===== src/rtl/lfsr_vtg_pkg.sv =====
package lfsr_vtg_pkg;
  localparam int unsigned LFSR_W = 16;
  localparam logic [LFSR_W-1:0] LFSR_SEED = '1;
  localparam int unsigned NUM_WIN = 2;  // 0: sync, 1: video
  localparam int unsigned WIN_SYNC = 0;
  localparam int unsigned WIN_VIDEO = 1;
  localparam logic [1:0] BLANK_ON = 2'b00;

  function automatic logic [LFSR_W-1:0] lfsr_next(input logic [LFSR_W-1:0] s);
    return {s[LFSR_W-2:0], s[15] ^ s[4] ^ s[2] ^ s[1]};
  endfunction
endpackage


===== src/rtl/lfsr_pos_counter.sv =====
module lfsr_pos_counter
  import lfsr_vtg_pkg::*;
(
  input  logic              clk_i,
  input  logic              rst_ni,
  input  logic              adv_i,
  input  logic [LFSR_W-1:0] end_state_i,
  output logic [LFSR_W-1:0] state_o,
  output logic              wrap_o
);
  logic [LFSR_W-1:0] state_q;

  assign wrap_o  = adv_i && (state_q == end_state_i);
  assign state_o = state_q;

  always_ff @(posedge clk_i or negedge rst_ni) begin
    if (!rst_ni)     state_q <= LFSR_SEED;
    else if (adv_i)  state_q <= wrap_o ? LFSR_SEED : lfsr_next(state_q);
  end

  // the all-zero state is a lock-up state the sequence never reaches
  assert_no_lockup_R2: assert property (@(posedge clk_i) disable iff (!rst_ni)
    state_q != '0);

  assert_reload_R3: assert property (@(posedge clk_i) disable iff (!rst_ni)
    wrap_o |=> (state_o == LFSR_SEED));

  assert_hold_R4: assert property (@(posedge clk_i) disable iff (!rst_ni)
    !adv_i |=> $stable(state_o));
endmodule


===== src/rtl/lfsr_window.sv =====
module lfsr_window
  import lfsr_vtg_pkg::*;
(
  input  logic              clk_i,
  input  logic              rst_ni,
  input  logic              upd_i,
  input  logic [LFSR_W-1:0] state_i,
  input  logic [LFSR_W-1:0] on_i,
  input  logic [LFSR_W-1:0] off_i,
  output logic              active_o
);
  logic active_q;

  always_ff @(posedge clk_i or negedge rst_ni) begin
    if (!rst_ni) active_q <= 1'b0;
    else if (upd_i) begin
      if (state_i == on_i)       active_q <= 1'b1;
      else if (state_i == off_i) active_q <= 1'b0;
    end
  end

  assign active_o = active_q;

  // covers the sync and video windows of both axes
  assert_window_open_R5: assert property (@(posedge clk_i) disable iff (!rst_ni)
    upd_i && (state_i == on_i) |=> active_o);

  assert_window_close_R5: assert property (@(posedge clk_i) disable iff (!rst_ni)
    upd_i && (state_i == off_i) && (state_i != on_i) |=> !active_o);
endmodule


===== src/rtl/lfsr_raster_timer.sv =====
module lfsr_raster_timer
  import lfsr_vtg_pkg::*;
(
  input  logic              clk_i,
  input  logic              rst_ni,
  input  logic [LFSR_W-1:0] h_end_i,
  input  logic [LFSR_W-1:0] h_sync_on_i,
  input  logic [LFSR_W-1:0] h_sync_off_i,
  input  logic [LFSR_W-1:0] h_video_on_i,
  input  logic [LFSR_W-1:0] h_video_off_i,
  input  logic [LFSR_W-1:0] v_end_i,
  input  logic [LFSR_W-1:0] v_sync_on_i,
  input  logic [LFSR_W-1:0] v_sync_off_i,
  input  logic [LFSR_W-1:0] v_video_on_i,
  input  logic [LFSR_W-1:0] v_video_off_i,
  input  logic [1:0]        blank_mode_i,
  output logic              hsync_o,
  output logic              vsync_o,
  output logic              de_o,
  output logic              frame_start_o
);
  logic [LFSR_W-1:0] h_state, v_state;
  logic              h_wrap, v_wrap;
  logic [LFSR_W-1:0] h_on [NUM_WIN];
  logic [LFSR_W-1:0] h_off[NUM_WIN];
  logic [LFSR_W-1:0] v_on [NUM_WIN];
  logic [LFSR_W-1:0] v_off[NUM_WIN];
  logic [NUM_WIN-1:0] h_act, v_act;
  logic              fs_q;
  logic              pwr_down, vid_off;

  assign h_on[WIN_SYNC]   = h_sync_on_i;
  assign h_off[WIN_SYNC]  = h_sync_off_i;
  assign h_on[WIN_VIDEO]  = h_video_on_i;
  assign h_off[WIN_VIDEO] = h_video_off_i;
  assign v_on[WIN_SYNC]   = v_sync_on_i;
  assign v_off[WIN_SYNC]  = v_sync_off_i;
  assign v_on[WIN_VIDEO]  = v_video_on_i;
  assign v_off[WIN_VIDEO] = v_video_off_i;

  lfsr_pos_counter u_h_cnt (
    .clk_i, .rst_ni, .adv_i(1'b1), .end_state_i(h_end_i),
    .state_o(h_state), .wrap_o(h_wrap)
  );

  lfsr_pos_counter u_v_cnt (
    .clk_i, .rst_ni, .adv_i(h_wrap), .end_state_i(v_end_i),
    .state_o(v_state), .wrap_o(v_wrap)
  );

  for (genvar gi = 0; gi < NUM_WIN; gi++) begin : g_win
    lfsr_window u_h_win (
      .clk_i, .rst_ni, .upd_i(1'b1), .state_i(h_state),
      .on_i(h_on[gi]), .off_i(h_off[gi]), .active_o(h_act[gi])
    );
    // vertical windows move only on line boundaries
    lfsr_window u_v_win (
      .clk_i, .rst_ni, .upd_i(h_wrap), .state_i(v_state),
      .on_i(v_on[gi]), .off_i(v_off[gi]), .active_o(v_act[gi])
    );
  end

  always_ff @(posedge clk_i or negedge rst_ni) begin
    if (!rst_ni) fs_q <= 1'b0;
    else         fs_q <= v_wrap;
  end

  assign pwr_down      = blank_mode_i[1];
  assign vid_off       = (blank_mode_i != BLANK_ON);
  assign hsync_o       = h_act[WIN_SYNC] & ~pwr_down;
  assign vsync_o       = v_act[WIN_SYNC] & ~pwr_down;
  assign de_o          = h_act[WIN_VIDEO] & v_act[WIN_VIDEO] & ~vid_off;
  assign frame_start_o = fs_q;

  assert_pd_quiet_R9: assert property (@(posedge clk_i) disable iff (!rst_ni)
    blank_mode_i[1] |-> !hsync_o && !vsync_o && !de_o);

  assert_de_needs_on_R9: assert property (@(posedge clk_i) disable iff (!rst_ni)
    de_o |-> (blank_mode_i == BLANK_ON));

  assert_fs_origin_R8: assert property (@(posedge clk_i) disable iff (!rst_ni)
    frame_start_o |-> (h_state == LFSR_SEED) && (v_state == LFSR_SEED));

  assert_fs_single_R8: assert property (@(posedge clk_i) disable iff (!rst_ni)
    frame_start_o && (h_end_i != LFSR_SEED) |=> !frame_start_o);
endmodule


===== config.mk =====
export PLATFORM = sky130hd
export DESIGN_NAME = lfsr_raster_timer
export DESIGN_NICKNAME = d
export VERILOG_FILES = /design/src/rtl/lfsr_vtg_pkg.sv /design/src/rtl/lfsr_pos_counter.sv /design/src/rtl/lfsr_window.sv /design/src/rtl/lfsr_raster_timer.sv
export SDC_FILE = /design/constraint.sdc
export NUM_CORES = 1
export LEC_CHECK = 0
export CORE_MARGIN = 5
export CORE_UTILIZATION = 39
export DETAILED_ROUTE_END_ITERATION = 7
export GPL_TIMING_DRIVEN = 0
export PLACE_DENSITY = 0.79
export SYNTH_ARGS = -nofsm -noshare
export SYNTH_HDL_FRONTEND = slang
export SYNTH_SLANG_ARGS = --single-unit

===== constraint.sdc =====
create_clock -name clk_i -period 2.4 [get_ports clk_i]
set_input_delay 0.48 -clock clk_i [delete_from_list [all_inputs] [get_ports clk_i]]
set_output_delay 0.48 -clock clk_i [all_outputs]
set_load 0.005 [all_outputs]

# Yosys cells after proc, flatten, opt, wreduce, memory -nomap -nowiden
# Cells that the tools add are included.
# totals
wordCells	47
reg_bits	37
# op_classes
n_eq_ne	10
n_reduce_logical	8
bitwise	12
mux	10
# ops
operator	count
16-bit == test	10
16-bit 2-to-1 mux	2
2-bit nonzero test	5
1-bit 2-to-1 mux	8
1-bit XOR	6
1-bit bitwise AND	4
2-bit AND reduction	2
1-bit NOT	2
1-bit logical AND	1

# Longest topological paths before layout
# depth
ltp_word	4
mapped_depth	8

# Cells and area by module
# A second synthesis with hierarchy kept.
# hier_totals
cells_unflattened	381
hier_area_um2	3352.0
# modules_own_cells
mod	cells_each	seq_area_each_um2	area_each_um2	instances
lfsr_pos_counter	94	420.4	880.8	2
lfsr_window	47	25.0	382.9	4
lfsr_raster_timer	5	25.0	58.8	1

# Worst setup path after synthesis
# OpenSTA, ideal clock, no wires.
# synth_timing
path_type	register to register
from	reg u_h_cnt.state_q[7] (netlist: u_h_cnt.state_o[7])
to	reg u_v_cnt.state_q[15] (netlist: u_v_cnt.state_o[15])
path_slack_ps	391
t_required_ps	2338
arrival_ps	1948
path_stages_with_launch	9
synth_period_minus_slack_ps	2009
setup_time_ps	62
cell_sequence	dfstp_2 -> buf_2 -> xor2_1 -> nor4_1 -> nand4_1 -> or4_1 -> buf_2 -> buf_6 -> nand2_1
# synth_between
elab_chain_len	3
# synth_lines
item	line_no	rtl
start: declaration	lfsr_pos_counter.sv:11	logic [LFSR_W-1:0] state_q;
start signal: assignment	lfsr_pos_counter.sv:18	else if (adv_i) state_q <= wrap_o ? LFSR_SEED : lfsr_next(state_q);
16-bit == test (*)	lfsr_pos_counter.sv:13	assign wrap_o = adv_i && (state_q == end_state_i);
1-bit logical AND	lfsr_pos_counter.sv:13	
16-bit 2-to-1 mux	lfsr_pos_counter.sv:18	
end signal: assignment	lfsr_pos_counter.sv:18	
end: declaration	lfsr_pos_counter.sv:11	
# Mark *: on every way between the ends. The rest lies on a longest branch, timed or not.
# A chain may end at the register's enable or synchronous reset.

# Worst setup path in the final report
# layout_timing
from	in h_end_i[8]
to	reg g_win[0].u_v_win.active_q
# layout_between
elab_chain_len	2
# layout_lines
item	line_no	rtl
start: declaration	lfsr_raster_timer.sv:6	input logic [LFSR_W-1:0] h_end_i,
16-bit == test	lfsr_pos_counter.sv:13	
2-bit AND reduction (no line)	n/a	
end signal: assignment	lfsr_window.sv:15	if (!rst_ni) active_q <= 1'b0;
end signal: assignment	lfsr_window.sv:17	if (state_i == on_i) active_q <= 1'b1;
end signal: assignment	lfsr_window.sv:18	else if (state_i == off_i) active_q <= 1'b0;
end: declaration	lfsr_window.sv:12	logic active_q;
# No other way between the ends.

==> key figures <==
Floorplanning
  • IO Pins: 168
  • Rows: 33
  • Die Ht: 102 microns
  • Die footprint: 10400 sq um
  • Core area: 8220 sq um
  • Chip width: just over 100 microns
  • Starting density of the core: ~40%

Pwr
  • Seq pwr share: 35.3%
  • Cell internal pwr: roughly 1.9 mW
  • Pwr dens: 588 nW/um^2
  • Switching share of power: 36.4%
  • LEAKAGE: 2.41 nW
  • Net Switching: 1.11 mW
  • Overall power: 3.05 mW
  • Maximum vdd drop: 0.246 mV
  • Clk network pwr share: 14.1%
  • Combinational Power Share: 50.7%

Worst setup path
  • Worst path buffer plus inverter count: 4
  • CP peak stage delay: 0.43 ns
  • Crit Path Class: in2reg
  • FF-to-FF setup slack: 0.12 ns
  • Crit path capture type: register
  • Worst path slowest cell: clkdlybuf4s50_1
  • Reg2reg end: g_win[0].u_v_win.active_o$_DFFE_PN0P_
  • Worst r2r src: u_h_cnt.state_o[1]$_DFF_PN1_
  • Reg2Reg Depth: 9
  • Startpoint Class: input pin
  • Cell chain of the critical path: clkdlybuf4s50_1 -> xor2_1 -> nor4_2 -> nand4_1 -> buf_4 -> clkbuf_2 -> clkbuf_4 -> o21ai_0 -> o21ai_0
  • Largest delay share family, worst path: buffers and inverters
  • Crit path top cell by count: o21ai_0
  • CP arrival: 2.49 ns
  • WP data required: 2.57 ns
  • CP max FO: 10

Route
  • Routed vias/inst: 4.99
  • Drt first-iter violations: 83
  • Vias: 3106
  • DRT Wirelength: 11.5 mm
  • Post-route ant nets: 0
  • DR DRC count: 0
  • Avg WL per Cell: between 15 and 20 microns
  • First-pass DRT Iterations: 4

Clocking
  • CTS root buf: clkbuf_8
  • Hold_buf cts: 0
  • CTS Sinks: 37
  • CTS H-tree lvls: 2
  • Clock transition at path regs: roughly 0.07 ns
  • Clock tree buffer depth: 2
  • TritonCTS clock tree: yes
  • Num CTS Buffers: 5
  • Insertion delay to the later sink of the worst-skew pair: 0.28 ns

GRT
  • Global-route wire length before repair: about 18 mm
  • Global route total overflow: 0
  • Largest net degree at the start of global routing: 38
  • Initial antenna violation count: 0
  • Gr usage total: roughly 22%
  • Vias in the first global route: 3432

Placement
  • Final Wtd Congestion: around 0.94
  • Placed Cells: 625
  • I/O Buffers: 167
  • Placed inst area: 5100 sq um
  • Post-Place Setup Slack: -0.287 ns
  • Detailed Place HPWL: 9.61 mm

Logic synthesis
  • Number of enable flip-flop cells after synthesis: 0
  • Synth Instances: ~350
  • Count of state elements after synthesis: 37
  • Top cells by area, synth: xor2_1, dfstp_2, nor4_1
  • Syn avg cell area: 9.35 sq um
  • Primary FF master, synth: dfstp_2
  • Seq/Total Area, Yosys: 29.3%
  • Yosys top cell area share: approximately two fifths
  • Area leader, netlist: xor2_1
  • Most common cell in the synthesized netlist: xor2_1
  • Asr flop ratio synth: 100%
  • YS warnings: 0
  • Synth cell count leaders: xor2_1, nor4_1, dfstp_2
  • Syn nets: 517
  • Library cells used by synthesis: 19
  • Mapped Area: 3300 sq um

Timing
  • Tmin final: 2.32 ns
  • Worst slew pin tran: about 0.79 ns
  • Final Slew Violations: 0
  • Max Fclk: ~0.43 GHz
  • Setup TNS: 0 ns
  • Final setup skew: ~0.011 ns
  • Period utilisation layout: 96.8%
  • Setup WS post-layout: 0.0771 ns
  • Fin. Hold Viols: 0
  • Slew headroom: 47.5%
  • WHS: 0.275 ns
  • RSZ-0062 raised after global routing: false
  • Final setup fails: 0

Cells and area
  • Storage cell area: between 900 and 1000 sq um
  • Final Cell Area: about 5200 sq um
  • Non-filler cells in the finished layout: 623
  • # nets final: 681
  • Layout cells sized above 1: 12.2%
  • Multi-input logic area: approximately 2200 sq um
  • Fillcell total: 690
  • Final Util: 63.1%
  • P&R area growth vs syn: 57.2%
  • Antenna Cells: 0

Job
  • MaxCap Viol Count: 0

Status
  • Status: complete, no violations

Worst hold path
  • Hold Path Class: in2async
routing by layer:
metal	global-route usage, %	share of wire, %	vias up
li1	-	-	1472
met4	7.47	2.3	0
met3	7.51	12	18
met1	26.4	40	1439
met5	0	0	-
met2	36.5	46	177
worst max path at each step:
| stage | end | cells after the start | slack [ns] | from |
|---|---|---|---|---|
| global placement | u_v_cnt.state_o[14]$_DFFE_PN1P_ | 8 | -0.28 | h_end_i[0] |
| finish | g_win[0].u_v_win.active_o$_DFFE_PN0P_ | 9 | 0.08 | h_end_i[8] |
| global route | g_win[0].u_v_win.active_o$_DFFE_PN0P_ | 9 | 0.002 | h_end_i[2] |
| detailed placement | u_v_cnt.state_o[14]$_DFFE_PN1P_ | 8 | -0.29 | h_end_i[14] |
| floorplan | u_v_cnt.state_o[15]$_DFFE_PN1P_ | 8 | 0.39 | u_h_cnt.state_o[7]$_DFF_PN1_ |
| CTS | u_v_cnt.state_o[14]$_DFFE_PN1P_ | 8 | 0.004 | u_h_cnt.state_o[12]$_DFF_PN1_ |
flip-flops by register name, summed over array words and instances, names as in the netlist:
register	cells
frame_start_o	1
u_v_cnt.state_o	16
g_win.u_h_win.active_o	2
g_win.u_v_win.active_o	2
u_h_cnt.state_o	16
final cells by class:
| class | instances | area share, % |
|---|---|---|
| Buffer | 22 | 2.48 |
| Clock buffer | 8 | 1.74 |
| Inverter | 1 | 0.0724 |
| Multi-Input combinational cell | 277 | 41.6 |
| Sequential cell | 37 | 18.6 |
| Tap cell | 105 | 2.53 |
| Timing Repair Buffer | 173 | 33.0 |
power groups by stage:
stage / Clock (mW) / Sequential (mW) / Combinational, mW
floorplan: 0 / 0.890 / 1.10
global placement: 0 / 0.892 / 1.67
detailed placement: 0 / 0.896 / 1.70
CTS: 0.445 / 0.886 / 1.72
global route: 0.470 / 1.10 / 1.67
finish: 0.429 / 1.07 / 1.54
kinds of logic (layout without fill, tap and decap cells):
kind of cell,count (synthesis),after routing,share of synthesized area [%]
AO/OA/AOI/OAI,5,5,0.834
flip-flops,37,37,29.3
AND/OR/NAND/NOR,91,91,15.5
buffers and inverters,39,204,5.76
multiplexers,15,15,4.55
XOR/XNOR,166,166,44.1
worst reg2reg max path: stages (launching register included):
cell and delay (ns):
dfstp_2 0.51, buf_2 0.26, xor2_1 0.13, nor4_2 0.21, nand4_1 0.23, buf_4 0.20, clkbuf_2 0.17, clkbuf_4 0.22
o21ai_0 0.16, o21ai_0 0.09
layout by cell type, fill, tap and decap left out:
master,instances
nor4_2,2
dfrtp_1,5
clkbuf_4,2
nor3_1,1
buf_6,2
o21ai_0,4
dfstp_2,32
xor2_1,154
inv_2,1
nand4_1,11
or4_1,1
nor4_1,36
buf_4,10
clkdlybuf4s50_1,166
clkbuf_8,6
clkbuf_1,9
nor2b_1,2
o211ai_1,1
mux2i_1,15
nand2b_1,15
nand2_1,23
clkbuf_2,3
buf_2,5
xnor2_1,12
timing repair:
action,in CTS,in global routing
setup buffers,0,6
hold endpoints to repair,0,0
endpoints found under the setup margin,10,17
pin swaps,1,5
resized for setup,3,10
(Power assumes the default switching activity.)
